## src/rtl/psu_guard.sv

```systemverilog
module psu_guard #(
  parameter int CLK_HZ = 4_000_000,
  parameter int RAILS  = 4,
  parameter int OV_US  = 14,
  parameter int UV_US  = 60,
  parameter int OC_US  = 20_000,
  parameter int XP_US  = 60,
  parameter int SW_US  = 38_000,
  parameter int PON_US = 75_000,
  parameter int NRM_US = 600_000,
  parameter int OFF_US = 4_000
)(
  input  logic             clk,
  input  logic             por_n,
  input  logic             on_req_n,
  input  logic [RAILS-1:0] ov_flag,
  input  logic [RAILS-1:0] uv_flag,
  input  logic [RAILS-1:0] oc_flag,
  input  logic             xp_flag,
  output logic             fault_out,
  output logic             pwr_good,
  output logic [3:0]       fault_cause
);

  function automatic int cyc(input int us);
    longint t;
    t = (longint'(us) * longint'(CLK_HZ) + 64'd500000) / 64'd1000000;
    return (t < 1) ? 1 : int'(t);
  endfunction

  localparam int OV_N  = cyc(OV_US);
  localparam int UV_N  = cyc(UV_US);
  localparam int OC_N  = cyc(OC_US);
  localparam int XP_N  = cyc(XP_US);
  localparam int SW_N  = cyc(SW_US);
  localparam int PON_N = cyc(PON_US);
  localparam int NRM_N = cyc(NRM_US);
  localparam int OFF_N = cyc(OFF_US);
  localparam int NF    = 3 * RAILS + 1;
  localparam int TW    = $clog2(NRM_N + PON_N + SW_N + OC_N + OFF_N + OV_N + UV_N + XP_N + 2);

  logic          on_q, en_q, latched, blank_done, pon, off_busy;
  logic [TW-1:0] sw_cnt, blk_cnt, off_cnt;
  logic [NF-1:0] fl, qual;

  wire sw_diff  = (on_req_n == on_q);
  wire sw_flip  = sw_diff && (sw_cnt == TW'(SW_N - 1));
  wire flags_ok = ~|uv_flag && ~|oc_flag;
  wire [TW-1:0] blim = pon ? TW'(PON_N) : TW'(NRM_N);

  assign fl = {xp_flag, oc_flag, uv_flag, ov_flag};

  genvar gi;
  generate
    for (gi = 0; gi < NF; gi++) begin : g_filt
      localparam int LIM = (gi < RAILS) ? OV_N : (gi < 2*RAILS) ? UV_N :
                           (gi < 3*RAILS) ? OC_N : XP_N;
      localparam bit UNBLANKED = (gi < RAILS);
      logic [TW-1:0] cnt;
      wire act = en_q && (UNBLANKED || blank_done);
      always_ff @(posedge clk or negedge por_n) begin
        if (!por_n)                 cnt <= '0;
        else if (!act || !fl[gi])   cnt <= '0;
        else if (cnt != TW'(LIM))   cnt <= cnt + 1'b1;
      end
      assign qual[gi] = (cnt == TW'(LIM));
    end
  endgenerate

  wire ov_hit = |qual[RAILS-1:0];
  wire uv_hit = |qual[2*RAILS-1:RAILS];
  wire oc_hit = |qual[3*RAILS-1:2*RAILS];
  wire xp_hit = qual[NF-1];
  wire fault_set = en_q && (ov_hit || uv_hit || oc_hit || xp_hit);

  always_ff @(posedge clk or negedge por_n) begin
    if (!por_n)        sw_cnt <= '0;
    else if (!sw_diff) sw_cnt <= '0;
    else if (sw_flip)  sw_cnt <= '0;
    else               sw_cnt <= sw_cnt + 1'b1;
  end

  always_ff @(posedge clk or negedge por_n) begin
    if (!por_n) begin
      on_q        <= 1'b0;
      en_q        <= 1'b0;
      latched     <= 1'b0;
      fault_out   <= 1'b1;
      fault_cause <= '0;
      pon         <= 1'b1;
      blank_done  <= 1'b0;
      blk_cnt     <= '0;
      off_busy    <= 1'b0;
      off_cnt     <= '0;
    end else if (sw_flip) begin
      on_q        <= ~on_q;
      latched     <= 1'b0;
      fault_cause <= '0;
      blk_cnt     <= '0;
      blank_done  <= 1'b0;
      off_cnt     <= '0;
      if (!on_q) begin
        en_q      <= 1'b1;
        fault_out <= 1'b0;
        pon       <= 1'b1;
        off_busy  <= 1'b0;
      end else begin
        en_q      <= 1'b0;
        off_busy  <= ~fault_out;
      end
    end else if (fault_set) begin
      latched     <= 1'b1;
      en_q        <= 1'b0;
      fault_out   <= 1'b1;
      fault_cause <= {ov_hit, uv_hit, oc_hit, xp_hit};
    end else begin
      if (en_q) begin
        if (flags_ok) pon <= 1'b0;
        if (!blank_done) begin
          if (blk_cnt + 1'b1 >= blim) blank_done <= 1'b1;
          else                        blk_cnt    <= blk_cnt + 1'b1;
        end
      end
      if (off_busy) begin
        if (off_cnt == TW'(OFF_N - 1)) begin
          off_busy  <= 1'b0;
          fault_out <= 1'b1;
        end else begin
          off_cnt <= off_cnt + 1'b1;
        end
      end
    end
  end

  assign pwr_good = en_q && blank_done && !pon;

  // power-good never coexists with the disable output
  a_r9_pg_excludes_fault: assert property (@(posedge clk) disable iff (!por_n)
    pwr_good |-> !fault_out);
  // a set latch keeps the supply disabled
  a_r9_latch_holds_off: assert property (@(posedge clk) disable iff (!por_n)
    latched |-> (fault_out && !pwr_good));
  // disabled while requested on means a recorded cause
  a_r5_cause_recorded: assert property (@(posedge clk) disable iff (!por_n)
    (on_q && fault_out) |-> (fault_cause != 4'd0));
  // off release drops power-good on the next cycle
  a_r10_off_drops_pg: assert property (@(posedge clk) disable iff (!por_n)
    $fell(on_q) |-> !pwr_good);
  // a delayed disable happens only with the request off
  a_r10_delay_when_off: assert property (@(posedge clk) disable iff (!por_n)
    ($rose(fault_out) && !latched) |-> !on_q);
  // blanking counter stays within the longer window
  a_r3_blank_bound: assert property (@(posedge clk) disable iff (!por_n)
    blk_cnt <= TW'(NRM_N));

endmodule

```

## config.mk

```make
export PLATFORM = sky130hd
export DESIGN_NAME = psu_guard
export DESIGN_NICKNAME = d
export VERILOG_FILES = /design/src/rtl/psu_guard.sv
export SDC_FILE = /design/constraint.sdc
export NUM_CORES = 1
export LEC_CHECK = 0
export BUFFER_PORTS_ARGS = -buffer_cell sky130_fd_sc_hd__buf_2
export CORE_ASPECT_RATIO = 1.2
export CORE_MARGIN = 1.5
export CORE_UTILIZATION = 64
export DETAILED_ROUTE_END_ITERATION = 16
export GPL_TIMING_DRIVEN = 0
export PLACE_DENSITY = 0.81
export SLEW_MARGIN = 15
export SYNTH_ARGS = -nofsm -noshare
export SYNTH_HDL_FRONTEND = slang
export SYNTH_SLANG_ARGS = --single-unit
```

## constraint.sdc

```tcl
create_clock -name clk -period 4 [get_ports clk]
set_input_delay 0.2 -clock clk [delete_from_list [all_inputs] [get_ports clk]]
set_output_delay 0.2 -clock clk [all_outputs]
set_load 0.01 [all_outputs]
```

==> impl_metrics.py <==
metrics = {
    "sta": {
        "max_freq_ghz": 0.264,
        "rsz0062_at_grt": "false",
        "layout_worst_path_cycle_share_pct": 94.7,
        "report.final.setup_viol": 0,
        "setup_slack_ps": 212,
        "timing.final.hold_violations": 0,
        "final.min_clock_period_ps": 3790,
        "max_slew_margin_pct": 34.4,
        "final-max-slew-violation-count": 0,
        "worst_clock_skew_on_the_final_layout_ps": 29.3,
        "worst-slew-pin-transition_ps": 976,
    },
    "floorplanning": {
        "io_pins": 22,
        "dieArea_um2": 30300,
        "fp.coreArea_um2": 28800,
        "fp-row-count": 68,
        "die_h_um": 190,
        "starting_density_of_the_core_pct": 65.0,
        "die-width_um": 159,
    },
    "layout": {
        "filler_cell_count": 2114,
        "synthToLayoutAreaGrowth_pct": 11.0,
        "stdcell_count": 2508,
        "most-common-layout-cells": "sky130_fd_sc_hd__nor2_1, sky130_fd_sc_hd__dfrtp_1, sky130_fd_sc_hd__xor2_1, sky130_fd_sc_hd__nand2_1, sky130_fd_sc_hd__nand3_1",
        "final_common_cell": "sky130_fd_sc_hd__nor2_1",
        "seqCellArea_um2": 9060,
        "drive_gt1_share_pct": 5.65,
        "multi_input_area_um2": 9220,
        "design_area_um2": 20800,
        "fin_nets": 2147,
        "n_antenna_cell": 0,
    },
    "pwr": {
        "power.share.clock_pct": 48.5,
        "power_frac_comb_pct": 1.5,
        "power.density_cell_area_nw_per_um2": 353,
        "pint_w": 0.00578,
        "switchingPower_w": 0.00155,
        "net_switching_share_of_the_total_power_pct": 21.1,
        "leakagePower_nw": 8.18,
        "sequentialPowerShare_pct": 50.0,
        "maximum_vdd_ir_drop_uv": 360,
    },
    "run": {
        "cap_violations": 0,
    },
    "worst_setup_path": {
        "worst-endpoint-arrival_ps": 4240,
        "critical_path.cell_chain": "ha_2 -> and2_1 -> nand2_1 -> nor2_1 -> xor2_1 -> ha_1 -> a21o_1 -> a2111oi_1 -> o311ai_0 -> and4b_1 -> buf_2 -> or4_1 -> a21oi_1",
        "timing.setup.critical_path_class": "reg2reg",
        "cpPeakStageDelay_ps": 510,
        "reg2reg_from": "blk_cnt[0]",
        "worst-r2r-setup-slack_ps": 210,
        "cp_data_required_time_ps": 4450,
        "critPathMaxFanout": 10,
        "setup.worst_path.start_class": "register",
        "endpoint_kind": "register",
        "reg2regPathDepth": 13,
        "cp_slowest_cell": "sky130_fd_sc_hd__or4_1",
        "worstReg2RegEnd": "blk_cnt[17]",
    },
    "cts": {
        "cts.sinks": 362,
        "tritoncts": "built",
        "cts-htree-levels": 2,
        "max-clock-path-buffers": 3,
        "clk_latency_ps": 550,
        "path_clk_slew_ps": 60,
        "tritoncts.num_buffers": 39,
        "clock_tree.root_cell": "sky130_fd_sc_hd__clkbuf_16",
        "cts_setup_buffers": 0,
    },
    "logic_synthesis": {
        "synth_edf_count": 0,
        "asyncSetResetFlopFracSynth_pct": 100,
        "synth_warnings": 0,
        "synth-seq-cells": 362,
        "syn-cell-area_um2": 18700,
        "postSynthCellCount": 2021,
        "synth.net_count": 2072,
        "postSynth.topFlopCell": "sky130_fd_sc_hd__dfrtp_1",
        "post-synth-top-area-cell": "sky130_fd_sc_hd__dfrtp_1",
        "synth_largest_type_area_fraction_pct": 48.2,
        "postSynthAreaPerCell_um2": 9.26,
        "seq_area_frac_synth_pct": 48.4,
        "yosys-top-cells-area": "sky130_fd_sc_hd__dfrtp_1, sky130_fd_sc_hd__xor2_1, sky130_fd_sc_hd__nor2_1, sky130_fd_sc_hd__xnor2_1, sky130_fd_sc_hd__nand3_1",
        "synthDistinctLibCells": 56,
    },
    "placement": {
        "place.gp.congestion": 0.959,
        "post-place-cells": 2430,
        "place.detailed.hpwl_um": 25900,
        "placement.setup.worst_slack_ps": 117,
        "placedInstanceArea_um2": 19400,
        "portBuffers": 21,
    },
    "detailed_routing": {
        "initialDrtViolationCount": 1167,
        "post_drt_via_cell_ratio": 5.88,
        "routed-via-count": 14800,
        "detail_route.first_pass.iterations": 5,
        "totalWireLength_um": 38400,
        "detail-route-antenna-nets": 0,
        "wl_per_cell_um": 15.3,
        "detail_route.drc_violations": 0,
    },
    "global_route": {
        "grt_antenna_before_repair": 0,
        "grt_max_degree": 110,
        "first_pass_grt_wire_length_um": 67000,
        "grt_overflow_total": 0,
        "track_usage_pct": 26.1,
        "first_global_vias": 14700,
    },
    "worst_hold_path": {
        "holdCritStartpoint": "oc_flag[3]",
        "min_delay_path_depth": 3,
        "min-delay-path-class": "in2reg",
        "min_delay_worst_endpoint": "g_filt[11].cnt[21]",
    },
    "status": {
        "status": "complete, no violations",
    },
}
==> worst max-delay path, delay by kind of cell (launching register included) <==
kind,cells,cell delay [ps]
buf+inv,1,180
flops,1,490
compound gates,4,930
fa+ha+maj,2,500
xor+xnor,1,90
simple gates,5,1520
==> timing repair <==
action / 4_1_cts / 5_1_grt
hold buffers: 12 / 0
hold endpoints to repair: 68 / 0
gates resized for setup: 0 / 3
setup endpoints to repair: 0 / 21
==> layer usage <==
layer | GRT usage (%) | wire [um]
met5 | 0 | 0
met4 | 8.89 | 912
met3 | 3.39 | 1530
met2 | 45.1 | 19100
met1 | 34.0 | 16900
==> registers in the layout, indices dropped and copies added, names as in the netlist <==
register / count
g_filt.cnt: 286
blk_cnt: 22
off_cnt: 22
sw_cnt: 22
fault_cause: 4
blank_done: 1
en_q: 1
fault_out: 1
off_busy: 1
on_q: 1
pon: 1
==> stage by stage <==
step / hold WS (ps) / power, W / utilization, % / setup TNS, ps
floorplan: -95.6 / 0.00374 / - / 0
global placement: 486 / 0.00383 / 67.1 / -1465500
detailed placement: 152 / 0.00384 / 67.4 / 0
CTS: 15.8 / 0.00740 / 72.2 / 0
global route: 33.8 / 0.00755 / 72.2 / 0
finish: 28.5 / 0.00733 / 72.2 / 0
==> kinds of logic after synthesis <==
group	after synthesis	share of synthesized area, %
flip-flops	362	48.4
adder cells (fa/ha/maj)	35	2.34
AND/OR/NAND/NOR	1053	28.4
XOR/XNOR	265	12.4
buffers and inverters	112	2.33
multiplexers	18	0.983
AO/OA/AOI/OAI	176	5.14
==> power groups by stage <==
| stage | clock (W) | combinational, W | sequential (W) |
|---|---|---|---|
| 5_1_grt | 0.00376 | 0.000127 | 0.00367 |
| 3_5_place_dp | 0 | 0.000105 | 0.00373 |
| 3_3_place_gp | 0 | 0.0000922 | 0.00374 |
| 2_1_floorplan | 0 | 0.00000726 | 0.00373 |
| 6_report | 0.00355 | 0.000109 | 0.00367 |
| 4_1_cts | 0.00362 | 0.000114 | 0.00367 |
==> Yosys cell counts, types with 42 or more instances <==
master and number:
sky130_fd_sc_hd__a21oi_1 85, sky130_fd_sc_hd__and3_1 64, sky130_fd_sc_hd__clkbuf_1 51, sky130_fd_sc_hd__dfrtp_1 360, sky130_fd_sc_hd__inv_1 52, sky130_fd_sc_hd__nand2_1 167, sky130_fd_sc_hd__nand3_1 131, sky130_fd_sc_hd__nand4_1 73
sky130_fd_sc_hd__nor2_1 362, sky130_fd_sc_hd__nor3_1 42, sky130_fd_sc_hd__o21ai_0 68, sky130_fd_sc_hd__or3_1 68, sky130_fd_sc_hd__xnor2_1 92, sky130_fd_sc_hd__xor2_1 173
==> worst max path at each step <==
stage	start	endpoint	slack, ps	cells after the start
detailed placement	blk_cnt[0]	blk_cnt[17]	120	14
floorplan	blk_cnt[3]	blk_cnt[17]	720	13
global route	blk_cnt[5]	blk_cnt[13]	70	13
finish	blk_cnt[0]	blk_cnt[17]	210	13
CTS	blk_cnt[1]	blk_cnt[17]	50	14
global placement	por_n	g_filt[3].cnt[12]	-4100	1
==> cell type report <==
class | count | area share [%]
Buffer | 58 | 1.13
Clock buffer | 54 | 5.21
Clock inverter | 14 | 0.790
Inverter | 52 | 0.940
Multi-Input combinational cell | 1547 | 44.4
Sequential cell | 362 | 43.7
Tap cell | 385 | 2.32
Timing Repair Buffer | 36 | 1.53
(Power assumes the default switching activity.)
